==> src/rtl/chan_scan_pkg.sv <==
package chan_scan_pkg;

  typedef enum logic [1:0] {
    SC_IDLE = 2'd0,
    SC_CONV = 2'd1,
    SC_HOLD = 2'd2
  } scan_state_e;

  // temperature, five voltages plus +2.5V, two fans
  localparam int unsigned SCAN_SLOTS = 9;

  // value RAM location of a slot
  function automatic logic [15:0] place_addr(input logic [15:0] base,
                                             input logic [7:0]  slot);
    return base + {8'd0, slot};
  endfunction

  // period elapsed once the age has reached period-1
  function automatic logic period_due(input logic [31:0] age,
                                      input logic [31:0] period);
    return ({1'b0, age} + 33'd1) >= {1'b0, period};
  endfunction

endpackage

==> src/rtl/scan_slot_ctr.sv <==
module scan_slot_ctr #(
  parameter int unsigned NUM_SLOTS = 9,
  localparam int unsigned SLOT_W = $clog2(NUM_SLOTS)
) (
  input  logic              clk,
  input  logic              rst_n,
  input  logic              clr,
  input  logic              adv,
  output logic [SLOT_W-1:0] slot,
  output logic              last
);

  localparam logic [SLOT_W-1:0] LAST_IDX = SLOT_W'(NUM_SLOTS - 1);

  assign last = (slot == LAST_IDX);

  always_ff @(posedge clk or negedge rst_n) begin
    if (!rst_n) begin
      slot <= '0;
    end else if (clr) begin
      slot <= '0;
    end else if (adv && !last) begin
      slot <= slot + 1'b1;
    end
  end

endmodule

==> src/rtl/scan_age_timer.sv <==
module scan_age_timer
  import chan_scan_pkg::*;
#(
  parameter int unsigned PERIOD_CYC = 20000000,
  localparam int unsigned AGE_W = $clog2(PERIOD_CYC + 1)
) (
  input  logic clk,
  input  logic rst_n,
  input  logic clr,
  input  logic tick,
  output logic due
);

  logic [AGE_W-1:0] age;

  assign due = period_due(32'(age), 32'(PERIOD_CYC));

  always_ff @(posedge clk or negedge rst_n) begin
    if (!rst_n) begin
      age <= '0;
    end else if (clr) begin
      age <= '0;
    end else if (tick && !due) begin
      age <= age + 1'b1;
    end
  end

endmodule

==> src/rtl/scan_result_reg.sv <==
module scan_result_reg
  import chan_scan_pkg::*;
#(
  parameter int unsigned ADDR_W = 7,
  parameter int unsigned DATA_W = 8,
  parameter int unsigned SLOT_W = 4,
  parameter logic [ADDR_W-1:0] BASE_ADDR = 7'h20
) (
  input  logic              clk,
  input  logic              rst_n,
  input  logic              take,
  input  logic              last_in,
  input  logic [SLOT_W-1:0] slot_in,
  input  logic [DATA_W-1:0] data_in,
  output logic              we,
  output logic [ADDR_W-1:0] addr,
  output logic [DATA_W-1:0] wdata,
  output logic              pass_done
);

  logic [15:0] addr_full;

  assign addr_full = place_addr(16'(BASE_ADDR), 8'(slot_in));

  always_ff @(posedge clk or negedge rst_n) begin
    if (!rst_n) begin
      we        <= 1'b0;
      addr      <= '0;
      wdata     <= '0;
      pass_done <= 1'b0;
    end else begin
      we        <= take;
      pass_done <= take && last_in;
      if (take) begin
        addr  <= ADDR_W'(addr_full);
        wdata <= data_in;
      end
    end
  end

endmodule

==> src/rtl/chan_scan_seq.sv <==
module chan_scan_seq
  import chan_scan_pkg::*;
#(
  parameter int unsigned PERIOD_CYC = 20000000,
  parameter int unsigned ADDR_W = 7,
  parameter int unsigned DATA_W = 8,
  parameter logic [ADDR_W-1:0] BASE_ADDR = 7'h20,
  localparam int unsigned NUM_SLOTS = SCAN_SLOTS,
  localparam int unsigned SLOT_W = $clog2(NUM_SLOTS)
) (
  input  logic              clk,
  input  logic              rst_n,
  input  logic              start_en,
  input  logic              int_clear,
  output logic              conv_req,
  output logic [SLOT_W-1:0] conv_chan,
  input  logic              conv_done,
  input  logic [DATA_W-1:0] conv_data,
  output logic              ram_we,
  output logic [ADDR_W-1:0] ram_addr,
  output logic [DATA_W-1:0] ram_wdata,
  output logic              pass_done,
  output logic              shutdown
);

  scan_state_e state, state_nx;

  // named internal events
  logic run_ok;
  logic accept;
  logic pass_begin;
  logic go_idle;
  logic slot_last;
  logic period_ok;
  logic slot_adv;

  assign run_ok = start_en && !int_clear;
  assign accept = (state == SC_CONV) && conv_done;

  always_comb begin
    state_nx   = state;
    pass_begin = 1'b0;
    go_idle    = 1'b0;
    unique case (state)
      SC_IDLE: begin
        if (run_ok) begin
          state_nx   = SC_CONV;
          pass_begin = 1'b1;
        end
      end
      SC_CONV: begin
        if (accept) begin
          if (!run_ok) begin
            state_nx = SC_IDLE;
            go_idle  = 1'b1;
          end else if (slot_last) begin
            state_nx = SC_HOLD;
          end
        end
      end
      SC_HOLD: begin
        if (!run_ok) begin
          state_nx = SC_IDLE;
          go_idle  = 1'b1;
        end else if (period_ok) begin
          state_nx   = SC_CONV;
          pass_begin = 1'b1;
        end
      end
      default: begin
        state_nx = SC_IDLE;
        go_idle  = 1'b1;
      end
    endcase
  end

  assign slot_adv = accept && run_ok && !slot_last;

  always_ff @(posedge clk or negedge rst_n) begin
    if (!rst_n) begin
      state <= SC_IDLE;
    end else begin
      state <= state_nx;
    end
  end

  scan_slot_ctr #(
    .NUM_SLOTS(NUM_SLOTS)
  ) u_slot (
    .clk  (clk),
    .rst_n(rst_n),
    .clr  (pass_begin || go_idle),
    .adv  (slot_adv),
    .slot (conv_chan),
    .last (slot_last)
  );

  scan_age_timer #(
    .PERIOD_CYC(PERIOD_CYC)
  ) u_age (
    .clk  (clk),
    .rst_n(rst_n),
    .clr  (pass_begin),
    .tick (state != SC_IDLE),
    .due  (period_ok)
  );

  scan_result_reg #(
    .ADDR_W   (ADDR_W),
    .DATA_W   (DATA_W),
    .SLOT_W   (SLOT_W),
    .BASE_ADDR(BASE_ADDR)
  ) u_res (
    .clk      (clk),
    .rst_n    (rst_n),
    .take     (accept),
    .last_in  (slot_last),
    .slot_in  (conv_chan),
    .data_in  (conv_data),
    .we       (ram_we),
    .addr     (ram_addr),
    .wdata    (ram_wdata),
    .pass_done(pass_done)
  );

  assign conv_req = (state == SC_CONV);
  assign shutdown = !start_en && (state != SC_CONV);

endmodule

==> config.mk <==
export PLATFORM = sky130hd
export DESIGN_NAME = chan_scan_seq
export DESIGN_NICKNAME = d
export VERILOG_FILES = /design/src/rtl/chan_scan_pkg.sv /design/src/rtl/scan_slot_ctr.sv /design/src/rtl/scan_age_timer.sv /design/src/rtl/scan_result_reg.sv /design/src/rtl/chan_scan_seq.sv
export SDC_FILE = /design/constraint.sdc
export NUM_CORES = 1
export LEC_CHECK = 0
export ABC_AREA = 1
export BUFFER_PORTS_ARGS = -buffer_cell sky130_fd_sc_hd__buf_2
export CAP_MARGIN = 20
export CORE_MARGIN = 4
export CORE_UTILIZATION = 53
export DETAILED_ROUTE_END_ITERATION = 16
export GPL_TIMING_DRIVEN = 0
export PLACE_DENSITY = 0.73
export REMOVE_ABC_BUFFERS = 1
export SKIP_CTS_REPAIR_TIMING = 1
export SLEW_MARGIN = 0
export SYNTH_ARGS = -nofsm -noshare
export SYNTH_HDL_FRONTEND = slang
export SYNTH_HIERARCHICAL = 1
export SYNTH_SLANG_ARGS = --single-unit
==> constraint.sdc <==
create_clock -name clk -period 5.41 [get_ports clk]
set_input_delay 0.2705 -clock clk [delete_from_list [all_inputs] [get_ports clk]]
set_output_delay 0.2705 -clock clk [all_outputs]
set_load 0.03 [all_outputs]
# ---- Yosys cells after proc, flatten, opt, wreduce, memory -nomap -nowiden
# Index checks and enable logic that the tools add are counted.
dict set report word_totals {
  ff_bits 48
  in_bits 13
  word_cells 56
}
dict set report op_classes {
  add_sub_neg 4
  order_cmp 1
  eq_ne 8
  n_mux 18
  n_reduce_logical 18
}
# cell count
set op_table {}
lappend op_table {{two-way mux 25 bit} 2}
lappend op_table {{greater-or-equal comparator 33 x 25 -> 1 bit, second input constant} 1}
lappend op_table {{adder 25 x 1 -> 26 bit, second input constant} 1}
lappend op_table {{adder 25 x 1 -> 25 bit, second input constant} 1}
lappend op_table {{two-way mux 2 bit} 6}
lappend op_table {{logical AND 1 bit} 8}
lappend op_table {{two-way mux 4 bit} 2}
lappend op_table {{adder 6 x 4 -> 7 bit, first input constant} 1}
lappend op_table {{inequality test 3 x 2 -> 1 bit, second input constant} 2}
lappend op_table {{case mux 2 bit (3 select lines)} 1}
lappend op_table {{nonzero test 2 bit} 3}
lappend op_table {{two-way mux 1 bit} 5}
lappend op_table {{adder 4 x 1 -> 4 bit, second input constant} 1}
lappend op_table {{== test 4 bit, second input constant} 1}
lappend op_table {{logical NOT 1 bit} 4}
lappend op_table {{inequality test 2 x 1 -> 1 bit, second input constant} 2}
lappend op_table {{AND reduction 4 bit} 1}
lappend op_table {{case mux 1 bit (3 select lines)} 1}
lappend op_table {{== test 2 x 1 -> 1 bit, second input constant} 1}
lappend op_table {{== test 2 bit, second input constant} 1}
lappend op_table {{logical NOT 2 bit} 1}
lappend op_table {{inequality test 2 bit, second input constant} 1}
lappend op_table {{case mux 1 bit (2 select lines)} 1}
lappend op_table {{logical OR 1 bit} 1}

# ---- Logic depth before layout (Yosys ltp)
# Gate-level depths: netlist (run 1).
dict set report logic_depth {
  depth_word 7
  ltp_mapped 24
  mapped_depth_nobuf 22
}

# ---- Modules after synthesis
# The synthesis (run 1) kept the hierarchy.
# mod n_inst cells_each area_each_um2 seq_area_each_um2
set by_module_without_submodules {}
lappend by_module_without_submodules {scan_age_timer 1 331 2144.6 625.6}
lappend by_module_without_submodules {scan_result_reg 1 60 565.5 375.4}
lappend by_module_without_submodules {scan_slot_ctr 1 29 229.0 100.1}
lappend by_module_without_submodules {chan_scan_seq 1 32 206.4 50.0}

# ---- Worst setup path after synthesis (run 1)
# OpenSTA, ideal clock, no wires.
dict set report synth_path {
  path_type {register -> register}
  start {register u_age.age[0]}
  end {register u_age.age[0]}
  setup_ps 66
  arrival_time_ps 2624
  required_time_ps 5344
  setup_slack_ps 2720
  stages_incl_launch_ff 24
  path_buffers 2
  period_less_slack_ps 2690
  cell_sequence {dfrtp_1 ha_1 nand2_1 nor2_4 nand2_1 inv_2 nand3_1 nand3_1 inv_1 nand2_1 nor2_4 nand2_4 nand2_2 nor2_4 buf_6 inv_1 inv_1 nand2_1 nand3_2 inv_1 inv_1 clkbuf_1 nand3_1 nand2_1}
}
dict set report synth_via {
  elab_chain_cells 6
}
# item line
set synth_rtl {}
lappend synth_rtl {{start: declaration} scan_age_timer.sv:14} ;# logic [AGE_W-1:0] age;
lappend synth_rtl {{start signal: assignment} scan_age_timer.sv:24} ;# age <= age + 1'b1;
lappend synth_rtl {{adder 25 x 1 -> 26 bit *} chan_scan_pkg.sv:21} ;# return ({1'b0, age} + 33'd1) >= {1'b0, period};
lappend synth_rtl {{greater-or-equal comparator 33 x 25 -> 1 bit *} chan_scan_pkg.sv:21}
lappend synth_rtl {{net period_ok} chan_scan_seq.sv:34} ;# logic period_ok;
lappend synth_rtl {{two-way mux 1 bit *} chan_scan_seq.sv:65} ;# end else if (period_ok) begin
lappend synth_rtl {{two-way mux 1 bit *} chan_scan_seq.sv:62} ;# if (!run_ok) begin
lappend synth_rtl {{case mux 1 bit (2 select lines) *} chan_scan_seq.sv:44} ;# unique case (state)
lappend synth_rtl {{net pass_begin} chan_scan_seq.sv:31} ;# logic pass_begin;
lappend synth_rtl {{two-way mux 25 bit / nonzero test 2 bit (equally long branches)} -}
# Mark *: on every way through the listed nets, which the timed path passes. The rest lies on a longest branch. The select of a mux whose other input is x is not followed.
# A chain may end at the register's enable or synchronous reset.

# ---- Worst setup path in the final report (run 1)
dict set report layout_path {
  start {register u_age.age[0]}
  end {register u_age.age[6]}
}
# The elaborated chain is that of the path after synthesis.

==> impl_metrics.toml, run 1 <==
[power]
swShare_pct = 34.8
p_comb_share_pct = 24.4
peakVddDrop_uv = 203
power_per_cell_area_nw_per_um2 = 256
p_clk_share_pct = 29.4
seq_power_share_pct = 46.2
p_switching_mw = 0.308
p_int_mw = 0.576
p_leak_nw = 1.79

[synth]
synth_common_cells = "nand2_1 (154), inv_1 (50), nand3_1 (50)"
ys_warn_count = 6
synth_ff_type = "dfrtp_1"
synth.distinct_cells = 30
synthArstFlopShare_pct = 100
yosysMostFrequentCell = "nand2_1"
synth_top_area_cell = "dfrtp_1"
synth_area_um2 = 3150
synthTopCellsByArea = "dfrtp_1 (37%), nand2_1 (18%), nand3_1 (8.0%)"
synthCells = 452
ys_ff_latch = 46
yosysSeqAreaShare_pct = 36.6
synth_area_per_cell_um2 = 6.96
synth_top_area_share_pct = 36.6
synth_edf_count = 0

[floorplanning]
core_um2 = 5640
dieArea_um2 = 7230
die_x_um = 85.0
io_pins = 36
initial_core_util_pct = 55.8
die_h_um = 85.0
rows = 27

[worst_hold_path]
hold_class = "input port to register"
min_path_cells = 3

[grt]
antenna_found_initial = 0
grt_first_pass_wirelength_mm = 12.7
grt_overflow_total = 0
grt_max_degree = 47
grt_pass1_vias = 2861
grt_util_all_layers_pct = 21.2

[placed_design]
gp_congestion = 0.893
numPortBuffers = 33
placed_area_um2 = 3320
hpwl_mm = 5.09

[run_status]
outcome = "finished clean"

[cells_and_area]
area_growth_pct = 9.86
filler_cell_count = 543
num-nets-final = 496
final_area_um2 = 3460
drive_above_1_share_pct = 17.7
insertedDiodeCount = 0

[drt]
drt_pass1_iterations = 4
ant_nets = 0
routedWlPerCell_um = 12.8
highest_layer = "met4"
wl_mm = 7.07
drc = 0
post_drt_via_cell_ratio = 5.25
met3_length_um = 453
vias = 2906
wl_met1_mm = 3.25
drtIter0Drc = 218
route.met2.wl_mm = 3.27

[timing]
fin_crit_sh_pct = 70.4
max_slew_margin_pct = 34.9
skew_ns = 0.00578
rsz0062_at_grt = "no"
fin_tns_setup_ns = 0
fmax_mhz = 263
min_period_ns = 3.81
hold_viol = 0
setup_viol = 0
slew_violations = 0
tightest_slew_ns = 0.974

[setup_path]
worst-setup-path-type = "register to register"
critPathMaxStageDelay_ns = 0.55
arrival_ns = 4.05
cpMostUsedCell = "nand2_1"
slowest_stage = "inv_1"
crit_fanout = 28
cp_cell_sequence = "ha_1 -> nand2_1 -> nor2_4 -> nand2_1 -> inv_2 -> nand3_1 -> nand2_1 -> nand2_1 -> o21ai_1 -> nand2_1 -> nand2_4 -> nand2_2 -> nor2_4 -> inv_1 -> inv_1 -> nand2_1 -> nand3_2 -> inv_1 -> inv_1 -> buf_16 -> nand4_1 -> nand2_1"
required_ns = 5.65
worst_setup_path_end_kind = "register"
rr_worst_depth = 22
worst_setup_path_start_kind = "register"

[clock_network]
cts_buffers = 5
h-tree-depth = 2
path_clk_slew_ns = 0.09
cts_tree = "done"
ctsLongestPathBuffers = 2
cts-root-buf = "clkbuf_8"
clock-sinks = 46
clock_latency_ns = 0.30

[run]
drv_cap = 0
cell families (layout without fill, tap and decap cells):
kind of cell             count (synthesis)  after routing  share of synthesized area (%)
buffers and inverters                   72            100                           10.4
flip-flops                              46             46                           36.6
adder cells (fa/ha/maj)                  3              3                           1.19
XOR/XNOR                                 6              6                           1.67
other                                    1              2                          0.119
AO/OA/AOI/OAI                            7              7                           1.31
AND/OR/NAND/NOR                        317            317                           48.7
worst paths after layout:
kind	startpoint	endpoint	slack, ns
worst max-delay path	u_age/age[0]	u_age/age[6]	1.60
worst min-delay path	conv_data[1]	u_res/wdata[1]	0.17
worst max register to register	u_age/age[0]	u_age/age[6]	1.60
worst min register to register	u_res/addr[5]	u_res/addr[5]	0.47
max in group asynchronous	rst_n	state[0]	4.53
min in group asynchronous	rst_n	u_age/age[7]	0.39
worst max-delay path: cells and delay by family (launching register included):
family	cells	cell delay, ns
flip-flops	1	0.45
buffers and inverters	6	1.12
AND/OR/NAND/NOR	14	1.84
AO/OA/AOI/OAI	1	0.08
adder cells (fa/ha/maj)	1	0.22
power by group through the flow:
stage	Combinational, mW	Clock [mW]	Sequential, mW
3_5_place_dp	0.216	0	0.414
4_1_cts	0.215	0.268	0.409
2_1_floorplan	0.0994	0	0.458
5_1_grt	0.240	0.284	0.415
6_report	0.215	0.260	0.408
3_3_place_gp	0.207	0	0.414
placed cells by master, fill, tap and decap left out:
master	instances
buf_16	1
nand4_1	35
buf_2	33
bufinv_16	1
dfrtp_1	46
a31oi_1	1
clkinvlp_4	1
clkinv_1	1
nand3_1	50
inv_1	50
nor3_1	2
nand3_2	3
or2_2	1
o21bai_1	1
nor2_2	8
xnor2_1	4
clkbuf_1	1
dlygate4sd3_1	1
ha_1	3
conb_1	2
clkbuf_8	5
o211ai_1	1
nand2_1	154
nand2_2	12
nor2_1	37
a21oi_1	2
nand2_4	2
o21ai_1	2
nand3b_1	1
nand4_4	1
inv_2	5
buf_12	1
nor2_4	11
xor2_1	2
registers in the layout (all words and copies together), names as in the netlist:
name             cells
u_age/age           25
u_res/wdata          8
u_res/addr           5
u_slot/slot          4
state                2
u_res/pass_done      1
u_res/we             1
per-stage QoR:
step	util [%]	total power, mW	setup WS, ns	hold WS [ns]	cells
after floorplan	-	0.558	2.21	-0.0251	437
after global placement	58.3	0.621	1.46	0.452	542
after detailed placement	58.8	0.630	1.66	0.444	543
after CTS	60.7	0.891	1.62	0.159	551
after global routing	61.3	0.939	1.24	0.166	553
final	61.3	0.884	1.60	0.170	553
area by class of cell:
class | count | area (um2) | area share [%]
sequential | 46 | 1150 | 33.3
clock buffer | 6 | 72.6 | 2.10
tap | 72 | 90.1 | 2.61
inverter | 56 | 210 | 6.08
multi-input combinational | 335 | 1670 | 48.4
timing repair buffer | 36 | 223 | 6.44
clock inverter | 2 | 37.5 | 1.09
layer usage:
metal / up-vias / track usage, %
met4: 0 / 6.62
met5: - / 0
met3: 8 / 4.08
li1: 1492 / -
met2: 85 / 35.6
met1: 1321 / 27.5
No activity file was read; power rests on OpenSTA's default activity.
==> inputs of run 2 (changes only) <==
Settings changed: ABC_AREA 1 to 0, CORE_UTILIZATION 53 to 52, PLACE_DENSITY 0.73 to 0.76.
Clock period 5.41 ns to 3.1 ns, I/O delays scaled along.
==> impl_metrics.toml, run 2 <==
[drt]
ant_nets = 0
vias = 2617
post_drt_via_cell_ratio = 6.19
drc = 0
routedWlPerCell_um = 18.9
drt_pass1_iterations = 4
wl_mm = 8.02
drtIter0Drc = 210

[timing]
setup_slack_ns = -0.284
fmax_mhz = 296
max_slew_margin_pct = 66.3
tightest_slew_ns = 0.501
hold_viol = 0
fin_crit_sh_pct = 109
min_period_ns = 3.38
fin_tns_setup_ns = -4.12
skew_ns = 0.0179
setup_viol = 28
slew_violations = 0
rsz0062_at_grt = "yes"

[grt]
grt_first_pass_wirelength_mm = 9.40
grt_max_degree = 47
grt_overflow_total = 0
grt_util_all_layers_pct = 18.4
grt_pass1_vias = 2024
antenna_found_initial = 0

[cells_and_area]
final_cell_mix = "dfrtp_1 (37), buf_2 (34), buf_4 (29)"
layout_commonest_cell = "dfrtp_1"
insertedDiodeCount = 0
area_growth_pct = 34.0
drive_above_1_share_pct = 46.2
num-nets-final = 368
reg_top3 = "u_age/age (25), u_res/wdata (8), u_res/addr (5)"
largest_reg_flops = 25
regMostFlops = "u_age/age"

[placed_design]
gp_congestion = 0.822
hpwl_mm = 4.02
numPortBuffers = 33

[power]
seq_power_share_pct = 44.9
p_comb_share_pct = 25.2
p_switching_mw = 0.485
p_int_mw = 1.07
power_per_cell_area_nw_per_um2 = 420
swShare_pct = 31.2
total_power_mw = 1.56
p_clk_share_pct = 29.8
peakVddDrop_uv = 266
p_leak_nw = 1.52

[worst_hold_path]
holdPathEnd = "u_res/wdata[2]"
hold_class = "input port to register"
min_path_cells = 2
worstHoldStart = "conv_data[2]"

[run_status]
violations = "negative setup slack"
outcome = "complete, but fails checks"

[synth]
ys_warn_count = 6
synth_top_area_cell = "dfrtp_1"
synth_area_um2 = 2770
synth_edf_count = 0
synthArstFlopShare_pct = 100
yosysMostFrequentCell = "dfrtp_1"
synth.distinct_cells = 56
synth_area_per_cell_um2 = 9.64
synth_ff_type = "dfrtp_1"
synth_common_cells = "dfrtp_1 (46), a21oi_1 (26), o21ai_0 (22)"
ys_ff_latch = 46
yosysSeqAreaShare_pct = 41.6
synth_top_area_share_pct = 41.6
synthCells = 287
synthTopCellsByArea = "dfrtp_1 (42%), mux2_4 (4.9%), a21oi_1 (4.7%)"

[floorplanning]
die_h_um = 81.0
die_x_um = 81.0
rows = 26
io_pins = 36
initial_core_util_pct = 53.8
core_um2 = 5140
dieArea_um2 = 6550

[clock_network]
cts_buffers = 5
h-tree-depth = 2
cts_tree = "done"
clock-sinks = 46
cts-root-buf = "clkbuf_8"
ctsLongestPathBuffers = 2
path_clk_slew_ns = 0.10
clock_latency_ns = 0.31

[setup_path]
worst-setup-path-type = "register to register"
crit_fanout = 7
worst_setup_path_end_kind = "register"
r2r_start = "u_age/age[16]"
critPathMaxStageDelay_ns = 0.50
arrival_ns = 3.58
rr_worst_depth = 13
worst_setup_path_start_kind = "register"
slowest_stage = "dfrtp_1"
cp_cell_sequence = "nand3_1 -> nand2b_1 -> or3_4 -> or4_4 -> o21ai_4 -> nand4_1 -> o21ai_2 -> and2b_1 -> nor3_4 -> buf_8 -> o21bai_4 -> nor2_1 -> mux2_4"
required_ns = 3.30
regToRegSetupSlack_ns = -0.28
reg2reg_to = "u_slot/slot[0]"

[run]
drv_cap = 0
run 2: cell count changes after synthesis, moves of 17 or more:
cell,before,now
nand3_1,50,11
nor2_1,37,14
nand2_1,154,20
or3_1,0,17
inv_1,50,6
o21ai_0,0,22
a21oi_1,2,26
nand4_1,35,8
run 2: metal layers:
layer / up-vias / routed length, um / GRT usage [%]
met4: 0 / 212 / 7.77
met3: 23 / 376 / 4.43
li1: 1198 / - / -
met5: - / 0 / 0
met2: 87 / 4150 / 29.2
met1: 1309 / 3280 / 23.9
run 2: worst max-delay path by stage:
| stage | startpoint | to | slack [ns] | cells past startpoint |
|---|---|---|---|---|
| finish | u_age/age[16] | u_slot/slot[0] | -0.28 | 13 |
| global route | u_age/age[16] | u_slot/slot[0] | -0.44 | 13 |
| CTS | u_age/age[0] | u_slot/slot[0] | -1.21 | 14 |
| detailed placement | u_age/age[0] | u_slot/slot[0] | -1.22 | 14 |
| global placement | u_age/age[0] | u_slot/slot[0] | -1.89 | 13 |
| floorplan | u_age/age[0] | u_slot/slot[0] | -1.01 | 13 |
run 2: power groups by stage:
| stage | clock network, mW | logic (mW) | registers, mW |
|---|---|---|---|
| after floorplan | 0 | 0.123 | 0.757 |
| after global placement | 0 | 0.251 | 0.702 |
| after detailed placement | 0 | 0.270 | 0.707 |
| after CTS | 0.470 | 0.271 | 0.695 |
| after global routing | 0.499 | 0.421 | 0.707 |
| final | 0.465 | 0.393 | 0.699 |
run 2: worst max-delay path, delay by kind of cell, from the launching register on:
family | cells | cell delay (ns)
flops | 1 | 0.50
compound gates | 3 | 0.44
mux | 1 | 0.26
buf+inv | 1 | 0.14
simple gates | 8 | 1.92
run 2: logic make-up after synthesis:
family	share of synthesized area, %
DFF	41.6
xor gates and xnor gates	1.90
other	0.135
AOI/OAI and AO/OA	14.8
adders and majority gates	1.36
muxes	8.41
and+or+nand+nor	26.8
buffers and inverters	5.02
run 2: area by class of cell:
| class | count | area (um2) |
|---|---|---|
| clock buffer | 5 | 68.8 |
| multi-input combinational | 219 | 1760 |
| timing repair buffer | 74 | 563 |
| tap | 70 | 87.6 |
| sequential | 46 | 1160 |
| clock inverter | 3 | 43.8 |
| inverter | 6 | 22.5 |
| fill | 380 | 1430 |
run 2: metrics by stage:
step           hold slack (ns)  area, um2  utilization (%)  worst slack [ns]  cells
2_1_floorplan           -0.141       2660                -             -1.01    270
6_report                0.0721       3710             72.2            -0.284    423
3_3_place_gp             0.383       2910             56.6             -1.89    373
5_1_grt                 0.0709       3710             72.2            -0.443    423
3_5_place_dp             0.390       2960             57.5             -1.22    375
4_1_cts                 0.0701       3070             59.7             -1.21    383
==> inputs of run 3 (changes only) <==
Settings changed: CORE_MARGIN 4 to unset.
==> impl_metrics.toml, run 3 (same netlist as run 2, synthesis figures left out) <==
[cells_and_area]
insertedDiodeCount = 0
regMostFlops = "u_age/age"
num-nets-final = 365
stdcell_count = 420
fin_util_pct = 71.5
drive_above_1_share_pct = 44.3
largest_reg_flops = 25
layout_commonest_cell = "buf_2"
area_growth_pct = 31.9
final_cell_mix = "buf_2 (33), dfrtp_1 (32), buf_4 (29)"
reg_top3 = "u_age/age (25), u_res/wdata (8), u_res/addr (5)"

[grt]
grt_max_degree = 47
grt_util_met3_pct = 5.35
grt_first_pass_wirelength_mm = 9.08
grt_overflow_total = 0
grt_util_all_layers_pct = 21.2
grt-busiest-layer = "met2"
gr-usage-met1_pct = 28.2
grt_pass1_vias = 1970
grt_use_met2_pct = 34.9
antenna_found_initial = 0

[timing]
fmax_mhz = 290
skew_ns = 0.0200
setup_viol = 29
fin_crit_sh_pct = 111
holdWs_ns = 0.0859
slew_violations = 0
setup_slack_ns = -0.347
hold_viol = 0
rsz0062_at_grt = "yes"
min_period_ns = 3.45

[setup_path]
crit_fanout = 5
crit_family = "simple AND/OR/NAND/NOR gates"
cp_num_buf_inv = 3
arrival_ns = 3.63
required_ns = 3.29
cpMostUsedCell = "buf_4"
cp_cell_sequence = "buf_4 -> nand2_4 -> or4_4 -> or4_1 -> a31oi_1 -> a311oi_2 -> buf_4 -> o21ai_2 -> and2b_1 -> nor3_4 -> buf_8 -> o21bai_4 -> nor2_1 -> mux2_4"
worst-setup-path-type = "register to register"
critPathMaxStageDelay_ns = 0.54
worst_setup_path_start_kind = "register"
worst_setup_path_end_kind = "register"
slowest_stage = "or4_4"

[power]
swShare_pct = 31.7
seq_power_share_pct = 46.1
p_switching_mw = 0.490
p_int_mw = 1.05
p_clk_share_pct = 29.9
power_per_cell_area_nw_per_um2 = 423
p_comb_share_pct = 24.1
p_leak_nw = 1.50
peakVddDrop_uv = 413

[clock_network]
ctsLongestPathBuffers = 2
h-tree-depth = 2
cts-root-buf = "clkbuf_8"
cts_buffers = 5
clock-sinks = 46
clock_latency_ns = 0.31
cts_tree = "done"
path_clk_slew_ns = 0.09

[drt]
wl_mm = 7.71
routedWlPerCell_um = 18.4
ant_nets = 0
drc = 0
vias = 2608
post_drt_via_cell_ratio = 6.21
drtIter0Drc = 240
drt_pass1_iterations = 5

[worst_hold_path]
hold_class = "input port to register"

[run]
drv_cap = 0

[floorplanning]
die_x_um = 75.0
initial_core_util_pct = 54.2
core_um2 = 5110
die_h_um = 75.0
rows = 26
io_pins = 36
dieArea_um2 = 5620

[placed_design]
dp_slack_ns = -1.16
gp_congestion = 0.802
place_inst = 375
numPortBuffers = 33
hpwl_mm = 3.82

[run_status]
outcome = "complete, but fails checks"
violations = "negative setup slack"
-- run 3: cell types whose count changed in the layout (fill, tap and decap cells not counted), sizes merged --
cell and change:
clkbuf +1, buf -4
-- run 3: worst paths after layout --
path,slack [ns],from,end,cells after the start
worst max-delay path,-0.35,u_age/age[0],u_slot/slot[0],14
worst min-delay path,0.09,conv_data[3],u_res/wdata[3],2
worst max register to register,-0.35,u_age/age[0],u_slot/slot[0],14
worst min register to register,0.47,u_res/addr[5],u_res/addr[5],1
max in group asynchronous,2.21,rst_n,u_age/age[9],3
min in group asynchronous,0.35,rst_n,u_age/age[23],2
-- run 3: cell type report --
type | count | area [um2]
clock buffers | 5 | 68.8
clock inverters | 3 | 43.8
fillers | 369 | 1460
inverters | 6 | 22.5
multi-input cells | 219 | 1720
flip-flops and latches | 46 | 1170
well taps | 70 | 87.6
repair buffers | 71 | 541
-- run 3: routing by layer --
metal	share of wire, %	wire length [um]
met1	41	3140
met2	51	3930
met3	5.9	454
met4	2.4	185
met5	0	0
-- run 3: power groups by stage --
stage	logic, mW	registers, mW	clock network [mW]
after floorplan	0.123	0.757	0
after global placement	0.250	0.702	0
after detailed placement	0.270	0.706	0
after CTS	0.271	0.694	0.468
after global routing	0.397	0.718	0.491
final	0.372	0.712	0.461
-- run 3: stage by stage --
step	setup TNS, ns	total power [mW]	area [um2]
global route	-8.01	1.61	3650
detailed placement	-18.35	0.976	2960
finish	-4.96	1.54	3650
floorplan	-16.29	0.880	2660
CTS	-20.07	1.43	3070
global placement	-38.81	0.952	2910
